[src/rtl/dbnc_pkg.sv]
// Package: shared widths, field positions and the threshold lookup for
// the debounce bank. Assumes four-bit time indices and byte-wide fields.
package dbnc_pkg;
    localparam int unsigned FIELD_W     = 8;
    localparam int unsigned IDX_W       = 4;
    localparam int unsigned EN_BIT      = 0;
    localparam int unsigned RST_BIT     = 1;
    localparam int unsigned IDX_LSB     = 4;
    localparam int unsigned HOLD_CYCLES = 3;
    localparam int unsigned HOLD_W      = 2;
    localparam int unsigned LAST_LONG   = 6;

    // Stored per-channel configuration
    typedef struct packed {
        logic [IDX_W-1:0] idx;
        logic             en;
    } chan_cfg_t;

    // Stable-time threshold in ticks for an index; 0 means no filtering
    function automatic logic [31:0] thresh_of(input logic [IDX_W-1:0] idx,
                                              input int unsigned t0,
                                              input int unsigned t1,
                                              input int unsigned tl);
        logic [31:0] r;
        if (idx == 4'd0)
            r = 32'(t0);
        else if (idx == 4'd1)
            r = 32'(t1);
        else if (32'(idx) <= LAST_LONG)
            r = 32'(tl) << (idx - 4'd2);
        else
            r = 32'd0;
        return r;
    endfunction
endpackage

[src/rtl/dbnc_cfg_regs.sv]
// Module: control word storage with write-1 set and clear aliases.
// Keeps enable and index per channel and a self-clearing restart countdown.
// Assumes one write per cycle; reserved bits 3:2 of each byte are dropped.
module dbnc_cfg_regs
    import dbnc_pkg::*;
#(
    parameter int unsigned NUM_CH = 4,
    localparam int unsigned WORD_W = NUM_CH * FIELD_W
) (
    input  logic                clk,
    input  logic                rst_n,
    input  logic                cfg_we,
    input  logic                cfg_clr,
    input  logic [WORD_W-1:0]   cfg_wdata,
    output chan_cfg_t           cfg   [NUM_CH],
    output logic [NUM_CH-1:0]   hold_on,
    output logic [WORD_W-1:0]   cfg_view
);
    logic unused_rsv;
    logic [NUM_CH*2-1:0] rsv_bits;

    for (genvar g = 0; g < NUM_CH; g++) begin : g_ch
        logic [FIELD_W-1:0] wbyte;
        logic [HOLD_W-1:0]  hold_q, hold_d;
        chan_cfg_t          cfg_q, cfg_d;

        assign wbyte = cfg_wdata[g*FIELD_W +: FIELD_W];
        assign rsv_bits[g*2 +: 2] = wbyte[3:2];

        // Next-state for enable, index and restart countdown
        always_comb begin
            cfg_d  = cfg_q;
            hold_d = (hold_q != '0) ? hold_q - 1'b1 : hold_q;
            if (cfg_we) begin
                if (cfg_clr) begin
                    if (wbyte[EN_BIT])  cfg_d.en = 1'b0;
                    cfg_d.idx = cfg_q.idx & ~wbyte[IDX_LSB +: IDX_W];
                    if (wbyte[RST_BIT]) hold_d = '0;
                end else begin
                    if (wbyte[EN_BIT])  cfg_d.en = 1'b1;
                    cfg_d.idx = cfg_q.idx | wbyte[IDX_LSB +: IDX_W];
                    if (wbyte[RST_BIT]) hold_d = HOLD_W'(HOLD_CYCLES);
                end
            end
        end

        // Configuration state register
        always_ff @(posedge clk) begin
            if (!rst_n) begin
                cfg_q  <= '0;
                hold_q <= '0;
            end else begin
                cfg_q  <= cfg_d;
                hold_q <= hold_d;
            end
        end

        assign cfg[g]     = cfg_q;
        assign hold_on[g] = (hold_q != '0);
        assign cfg_view[g*FIELD_W +: FIELD_W] =
            {cfg_q.idx, 2'b00, hold_on[g], cfg_q.en};


        clear_wipes_byte_chk: assert property (@(posedge clk) disable iff (!rst_n)
            (cfg_we && cfg_clr && wbyte == 8'hFF) |=> (cfg_view[g*FIELD_W +: FIELD_W] == 8'h00));


        restart_sets_chk: assert property (@(posedge clk) disable iff (!rst_n)
            (cfg_we && !cfg_clr && wbyte[RST_BIT]) |=> hold_on[g]);
    end

    assign unused_rsv = ^rsv_bits;
endmodule

[src/rtl/dbnc_channel.sv]
// Module: one debounce filter. When filtering, the output takes the raw
// level once it has differed for the selected number of ticks; otherwise
// it follows the raw level one cycle late. Assumes raw is synchronous.
module dbnc_channel
    import dbnc_pkg::*;
#(
    parameter int unsigned T0 = 500,
    parameter int unsigned T1 = 1000,
    parameter int unsigned TL = 16000,
    localparam int unsigned MAX_T = TL << (LAST_LONG - 2),
    localparam int unsigned CNT_W = $clog2(MAX_T + 1)
) (
    input  logic      clk,
    input  logic      rst_n,
    input  logic      raw,
    input  logic      tick,
    input  chan_cfg_t cfg,
    input  logic      hold,
    output logic      filt
);
    logic [31:0]      thr;
    logic             filtering;
    logic [CNT_W-1:0] cnt_q;
    logic [31:0]      cnt_inc;

    // Threshold lookup and filter-active decision
    always_comb begin
        thr       = thresh_of(cfg.idx, T0, T1, TL);
        filtering = cfg.en && (thr != 32'd0);
        cnt_inc   = 32'(cnt_q) + 32'd1;
    end

    // Stable-time counter and filtered output
    always_ff @(posedge clk) begin
        if (!rst_n) begin
            cnt_q <= '0;
            filt  <= 1'b0;
        end else if (!filtering) begin
            cnt_q <= '0;
            filt  <= raw;
        end else if (hold || raw == filt) begin
            cnt_q <= '0;
        end else if (tick) begin
            if (cnt_inc >= thr) begin
                cnt_q <= '0;
                filt  <= raw;
            end else begin
                cnt_q <= CNT_W'(cnt_inc);
            end
        end
    end


    passthru_chk: assert property (@(posedge clk) disable iff (!rst_n)
        !cfg.en |=> (filt == $past(raw)));


    hold_freeze_chk: assert property (@(posedge clk) disable iff (!rst_n)
        (filtering && hold) |=> ($stable(filt) && cnt_q == '0));


    equal_no_move_chk: assert property (@(posedge clk) disable iff (!rst_n)
        (filtering && raw == filt) |=> ($stable(filt) && cnt_q == '0));


    no_tick_stall_chk: assert property (@(posedge clk) disable iff (!rst_n)
        (filtering && !tick) |=> $stable(filt));
endmodule

[src/rtl/dbnc_bank.sv]
// Module: top of the debounce bank. Ties the control word storage to one
// filter per channel. Assumes pin_raw is already synchronised to clk.
module dbnc_bank
    import dbnc_pkg::*;
#(
    parameter int unsigned NUM_CH = 4,
    parameter int unsigned T0     = 500,
    parameter int unsigned T1     = 1000,
    parameter int unsigned TL     = 16000,
    localparam int unsigned WORD_W = NUM_CH * FIELD_W
) (
    input  logic              clk,
    input  logic              rst_n,
    input  logic              cfg_we,
    input  logic              cfg_clr,
    input  logic [WORD_W-1:0] cfg_wdata,
    output logic [WORD_W-1:0] cfg_view,
    input  logic              us_tick,
    input  logic [NUM_CH-1:0] pin_raw,
    output logic [NUM_CH-1:0] pin_filt
);
    chan_cfg_t         cfg [NUM_CH];
    logic [NUM_CH-1:0] hold_on;

    dbnc_cfg_regs #(.NUM_CH(NUM_CH)) u_regs (
        .clk       (clk),
        .rst_n     (rst_n),
        .cfg_we    (cfg_we),
        .cfg_clr   (cfg_clr),
        .cfg_wdata (cfg_wdata),
        .cfg       (cfg),
        .hold_on   (hold_on),
        .cfg_view  (cfg_view)
    );

    for (genvar g = 0; g < NUM_CH; g++) begin : g_flt
        dbnc_channel #(.T0(T0), .T1(T1), .TL(TL)) u_chan (
            .clk   (clk),
            .rst_n (rst_n),
            .raw   (pin_raw[g]),
            .tick  (us_tick),
            .cfg   (cfg[g]),
            .hold  (hold_on[g]),
            .filt  (pin_filt[g])
        );
    end
endmodule

[config.mk]
export PLATFORM = sky130hd
export DESIGN_NAME = dbnc_bank
export DESIGN_NICKNAME = d
export VERILOG_FILES = /design/src/rtl/dbnc_pkg.sv /design/src/rtl/dbnc_cfg_regs.sv /design/src/rtl/dbnc_channel.sv /design/src/rtl/dbnc_bank.sv
export SDC_FILE = /design/constraint.sdc
export NUM_CORES = 1
export LEC_CHECK = 0
export ABC_CLOCK_PERIOD_IN_PS = 8800
export BUFFER_PORTS_ARGS = -buffer_cell sky130_fd_sc_hd__buf_4
export CORE_MARGIN = 3
export CORE_UTILIZATION = 38
export DETAILED_ROUTE_END_ITERATION = 7
export PLACE_DENSITY_LB_ADDON = 0.25
export SYNTH_ARGS = -nofsm -noshare
export SYNTH_HDL_FRONTEND = slang
export SYNTH_SLANG_ARGS = --single-unit
[constraint.sdc]
create_clock -name clk -period 8.8 [get_ports clk]
set_input_delay 1.32 -clock clk [delete_from_list [all_inputs] [get_ports clk]]
set_output_delay 1.32 -clock clk [all_outputs]
set_load 0.01 [all_outputs]
==> results of run 1 <==
worst register-to-register path: stages (launching register included):
cell and delay [ns]:
dfxtp_1 0.65, clkinv_1 0.37, ha_1 0.51, inv_1 0.14
nand2_1 0.08, a21oi_1 0.17, nor2_1 0.06, o22ai_1 0.15
nand2b_1 0.08, ha_1 0.31, and4_1 0.23, o211ai_1 0.10
a211o_1 0.25, a31oi_1 0.76, nor2_1 0.22, a221o_1 0.40
area by class of cell:
cell class	count	area share
clock buffers	12	0.02610
clock inverters	4	0.005564
repair buffers	62	0.04928
multi-input cells	945	0.6480
flip-flops and latches	104	0.2204
well taps	280	0.03709
inverters	34	0.01351
report_power, final:
group          total [mW]  switching, mW  leakage, nW  internal, mW
clock network       0.421          0.191        0.147         0.230
logic               0.223          0.130         2.78        0.0927
registers           0.502         0.0225        0.843         0.479
total                1.15          0.343         3.77         0.802
cell families after synthesis:
kind of cell,Yosys count,share of synthesized area
AO/OA/AOI/OAI,314,0.2421
XOR/XNOR,56,0.05653
adder cells (fa/ha/maj),80,0.1154
buffers and inverters,113,0.05754
flip-flops,104,0.2400
multiplexers,10,0.01168
other,1,0.0004322
AND/OR/NAND/NOR,477,0.2763
layer usage:
layer | GRT usage | part of all wire | vias to the layer above
li1 | - | - | 4247
met1 | 0.2439 | 0.49 | 3852
met2 | 0.2845 | 0.46 | 146
met3 | 0.03079 | 0.035 | 20
met4 | 0.03967 | 0.012 | 0
met5 | 0 | 0 | -
metrics by stage:
| stage | instances | hold WS (ns) |
|---|---|---|
| floorplan | 1162 | 0.4558 |
| global placement | 1425 | 0.4764 |
| detailed placement | 1425 | 0.4777 |
| CTS | 1441 | 0.4939 |
| global route | 1441 | 0.5231 |
| finish | 1441 | 0.4898 |
synthesized netlist by cell type (9+ instances only):
master      n
o221ai_1   16
nor3_1     22
a21o_1     10
nand2b_1   27
nand2_1   156
a22o_1     15
xnor2_1    34
a211oi_1   10
a21oi_1    86
nor2_1     70
a311oi_1   22
ha_1       80
dfxtp_1   104
nand3_1    60
a31oi_1    17
buf_4      16
inv_1      28
and4_1     10
or3_1      19
xor2_1     22
or2_2      30
clkbuf_1   53
mux2i_1     9
nand4_1    22
o22ai_1    28
o21ai_0    50
and3_1     20
worst paths after layout:
| check | depth (start not counted) | to | slack, ns | from |
|---|---|---|---|---|
| worst max-delay path | 15 | g_flt[2].u_chan.cnt_q[17] | 4.20 | flip-flop |
| worst min register to register | 2 | g_flt[3].u_chan.filt | 0.49 | g_flt[3].u_chan.filt |
| worst min-delay path | 2 | g_flt[3].u_chan.filt | 0.49 | g_flt[3].u_chan.filt |
| worst max register to register | 15 | g_flt[2].u_chan.cnt_q[17] | 4.20 | flip-flop |
==> results.py, run 1 <==
metrics = {
    "finish": {
        "layout_common_cells": "nand2_1, dfxtp_1, a21oi_1",
        "register_area_mm2": 0.002082,
        "num_antenna_cells": 0,
        "n_fill_cell": 2257,
        "mostFrequentLayoutCell": "nand2_1",
        "utilization": 0.4262,
        "stdcell_area_mm2": 0.009445,
        "syn_to_final_growth_pct": 8.869,
        "multiInputGateArea_mm2": 0.006121,
        "drive_above_1_share": 0.1008,
        "nets": 1277,
    },
    "synth": {
        "netlist_instances": 1155,
        "syn_avg_cell_area_um2": 7.512,
        "synthFlopType": "dfxtp_1",
        "netlist.area_leader.share": 0.2400,
        "synth-edff-count": 0,
        "synthTopCellsByArea": "dfxtp_1, ha_1, nand2_1",
        "ys_async_sr_fraction": 0,
        "yosysWarnings": 0,
        "seq_area_frac_synth": 0.2400,
        "ys_ff_latch": 104,
        "synth_largest_area_cell": "dfxtp_1",
        "synth.cell_area_mm2": 0.008676,
        "ys_types": 72,
    },
    "detailed_routing": {
        "firstDrtPassIters": 5,
        "ant_nets": 0,
        "route.final.wire_length_mm": 22.02,
        "drc": 0,
        "vias": 8265,
        "drt_iter0_drc": 556,
        "via_per_inst": 5.736,
        "wl_per_cell_um": 15.28,
    },
    "sta": {
        "tns_ns": 0,
        "tightest_slew_ns": 0.9977,
        "finClkSkew_ns": 0.008241,
        "slew_violations": 0,
        "clock.fmax_ghz": 0.2173,
        "maxSlewHeadroom": 0.3317,
        "period_needed_ns": 4.603,
        "setup_violations": 0,
        "rsz0062_at_grt": "false",
        "finalCritPeriodShare": 0.5231,
        "worst_slack_ns": 4.197,
        "final-hold-violation-count": 0,
    },
    "outcome": {
        "status": "completed",
    },
    "floorplan": {
        "die_w_um": 157.1,
        "die_area_mm2": 0.02468,
        "num_io_pins": 77,
        "core_mm2": 0.02216,
        "initial_core_util": 0.3915,
        "die_h_um": 157.1,
        "rows": 54,
    },
    "critical_path": {
        "worstPathCellList": "clkinv_1 > ha_1 > inv_1 > nand2_1 > a21oi_1 > nor2_1 > o22ai_1 > nand2b_1 > ha_1 > and4_1 > o211ai_1 > a211o_1 > a31oi_1 > nor2_1 > a221o_1",
        "crit_fanout": 15,
        "criticalPathCategory": "flip-flop to flip-flop",
        "cp_data_arrival_time_ns": 4.84,
        "slowest_delay_ns": 0.76,
        "worstPathRequired_ns": 9.04,
        "cp_slowest_cell": "a31oi_1",
        "cp-end-kind": "flip-flop",
        "path_buf_inv": 2,
        "path_delay_family": "compound AO/OA/AOI/OAI gates",
        "start_kind": "flip-flop",
    },
    "run": {
        "drv_cap": 0,
    },
    "global_route": {
        "grt_first_pass_wirelength_mm": 36.05,
        "grt_max_degree": 47,
        "antenna_found_initial": 0,
        "grt_pass1_vias": 7441,
        "globalRouteOverflowTotal": 0,
        "grt_usage": 0.1753,
    },
    "placement": {
        "gp_congestion": 0.8576,
        "port_buffers": 60,
        "post-dp-hpwl_mm": 16.00,
        "dp_slack_ns": 4.321,
        "place_area_mm2": 0.009146,
    },
    "power_and_ir_drop": {
        "p_leak_nw": 3.774,
        "total_power_mw": 1.145,
        "ir_drop_v": 0.00009008,
        "p_per_area_mw_per_mm2": 121.3,
    },
    "cts": {
        "clock_latency_ns": 0.36,
        "post_cts_resized": 0,
        "cts_made_buffers": 9,
        "clk_path_buf_depth": 2,
        "root_buffer": "clkbuf_16",
        "clock-sinks": 104,
        "h-tree-depth": 3,
        "ctsHoldBuffers": 0,
        "clk_pin_slew_worst_paths_ns": 0.07,
        "cts_setup_buffers": 0,
        "cts_tree": "built",
    },
    "hold_path": {
        "hold_path.class": "flip-flop to flip-flop",
    },
}
Power figures use the tool's default switching activity.
==> run 2, diff against run 1 <==
Settings changed: ABC_CLOCK_PERIOD_IN_PS 8800 to 3900.
Clock period 8.8 ns to 3.9 ns, I/O delays scaled along.
==> run 2 against run 1 <==
Global-route usage up 1.1 points. Wire length up 3.9%. Worst hold slack worse by 0.059 ns. Die area unchanged. Cell count up 2.5%. Sequential share of layout area down 0.68 points. First-iteration DRC count up 15%. Maximum frequency up 25%.
==> results.py, run 2 (same netlist as run 1, synthesis figures left out) <==
metrics = {
    "sta": {
        "tightest_slew_ns": 0.9504,
        "finalCritPeriodShare": 0.9436,
        "setup_violations": 0,
        "clock.fmax_ghz": 0.2717,
        "hold_ws_ns": 0.4304,
        "tns_ns": 0,
        "final-hold-violation-count": 0,
        "rsz0062_at_grt": "false",
        "maxSlewHeadroom": 0.3641,
        "period_needed_ns": 3.680,
        "worst_slack_ns": 0.2200,
        "finClkSkew_ns": 0.006368,
        "slew_violations": 0,
    },
    "global_route": {
        "globalRouteOverflowTotal": 0,
        "antenna_found_initial": 0,
        "grt_max_degree": 47,
        "grt_pass1_vias": 7723,
        "grt_usage": 0.1859,
        "grt_first_pass_wirelength_mm": 38.02,
    },
    "power_and_ir_drop": {
        "p_leak_nw": 3.956,
        "combinationalPowerShare": 0.217,
        "seqPwrFrac": 0.434,
        "switchingPower_mw": 0.7798,
        "swShare": 0.3053,
        "p_int_mw": 1.774,
        "ir_drop_v": 0.0001843,
        "clkPwrFrac": 0.349,
        "total_power_mw": 2.554,
        "p_per_area_mw_per_mm2": 261.9,
    },
    "cts": {
        "post_cts_resized": 0,
        "cts_tree": "built",
        "root_buffer": "clkbuf_16",
        "clk_path_buf_depth": 2,
        "cts_setup_buffers": 0,
        "h-tree-depth": 3,
        "clock-sinks": 104,
        "ctsHoldBuffers": 0,
        "clk_pin_slew_worst_paths_ns": 0.07,
        "cts_made_buffers": 9,
        "clock_latency_ns": 0.36,
    },
    "floorplan": {
        "rows": 54,
        "num_io_pins": 77,
        "initial_core_util": 0.3915,
        "die_w_um": 157.1,
        "die_h_um": 157.1,
        "die_area_mm2": 0.02468,
        "core_mm2": 0.02216,
    },
    "finish": {
        "drive_above_1_share": 0.1378,
        "layout_common_cells": "nand2_1, dfxtp_1, buf_4",
        "utilization": 0.4400,
        "stdcell_area_mm2": 0.009752,
        "nets": 1314,
        "num_antenna_cells": 0,
        "syn_to_final_growth_pct": 12.40,
        "final_cells": 1477,
        "mostFrequentLayoutCell": "nand2_1",
    },
    "critical_path": {
        "cp_data_arrival_time_ns": 3.95,
        "worstPathRequired_ns": 4.17,
        "criticalPathCategory": "flip-flop to flip-flop",
        "crit_fanout": 12,
        "cp-end-kind": "flip-flop",
        "start_kind": "flip-flop",
    },
    "detailed_routing": {
        "firstDrtPassIters": 5,
        "wl_per_cell_um": 15.48,
        "route.final.wire_length_mm": 22.87,
        "ant_nets": 0,
        "drc": 0,
        "vias": 8410,
        "via_per_inst": 5.694,
        "drt_iter0_drc": 637,
    },
    "placement": {
        "post-dp-hpwl_mm": 16.69,
        "port_buffers": 60,
        "dp_slack_ns": 0.1183,
        "gp_congestion": 0.8517,
        "place_area_mm2": 0.009424,
        "dp.cells": 1462,
    },
    "run": {
        "drv_cap": 0,
    },
    "hold_path": {
        "hold_path.class": "input port to flip-flop",
    },
    "outcome": {
        "status": "completed",
    },
}
==> run 2: cell count changes in the layout (fill, tap and decap cells not counted), moves of 2 or more <==
| cell | change |
|---|---|
| buf_4 | +36 |
| clkbuf_1 | -2 |
| clkinv_2 | +3 |
| ha_1 | -3 |
| ha_2 | +2 |
==> run 2: power groups by stage <==
stage | clock network, mW | logic [mW] | registers [mW]
2_1_floorplan | 0 | 0.392 | 1.13
3_3_place_gp | 0 | 0.542 | 1.13
3_5_place_dp | 0 | 0.546 | 1.13
4_1_cts | 0.917 | 0.549 | 1.11
5_1_grt | 0.948 | 0.626 | 1.11
6_report | 0.890 | 0.554 | 1.11
==> run 2: path summary, 6_finish.rpt <==
kind                                                start                         to  slack, ns  depth (start not counted)
worst max-delay path             g_flt[1].u_chan.cnt_q[1]   g_flt[1].u_chan.cnt_q[8]       0.22                         14
worst min-delay path                        cfg_wdata[23]                  flip-flop       0.43                          2
worst max register to register   g_flt[1].u_chan.cnt_q[1]   g_flt[1].u_chan.cnt_q[8]       0.22                         14
worst min register to register  g_flt[0].u_chan.cnt_q[16]  g_flt[0].u_chan.cnt_q[16]       0.50                          2
==> run 2: area by class of cell <==
type / instances / area [um^2]
flip-flops and latches: 104 / 2083
repair buffers: 99 / 747.0
well taps: 280 / 350.3
clock buffers: 11 / 252.7
clock inverters: 4 / 20.02
multi-input cells: 945 / 6167
fillers: 2246 / 12410
inverters: 34 / 131.4
==> run 2: per-layer routing <==
layer  routed length [um]  global-route usage  vias to the layer above
met5                    0                   0                        -
met4                  347             0.04628                        0
met3                  913             0.02722                       22
met2                10570              0.3056                      140
met1                11040              0.2569                     3918
li1                     -                   -                     4330
==> run 2: worst max-delay path, stage by stage (launching register included) <==
cell and delay (ns):
dfxtp_1 0.39, ha_2 0.27, nand3_1 0.13, or2_1 0.29
or3_1 0.41, or2_2 0.30, nand2_1 0.08, ha_1 0.22
a41oi_1 0.19, o21ai_0 0.18, a41o_1 0.31, o211a_1 0.14
or3_1 0.30, buf_4 0.20, o221ai_1 0.18
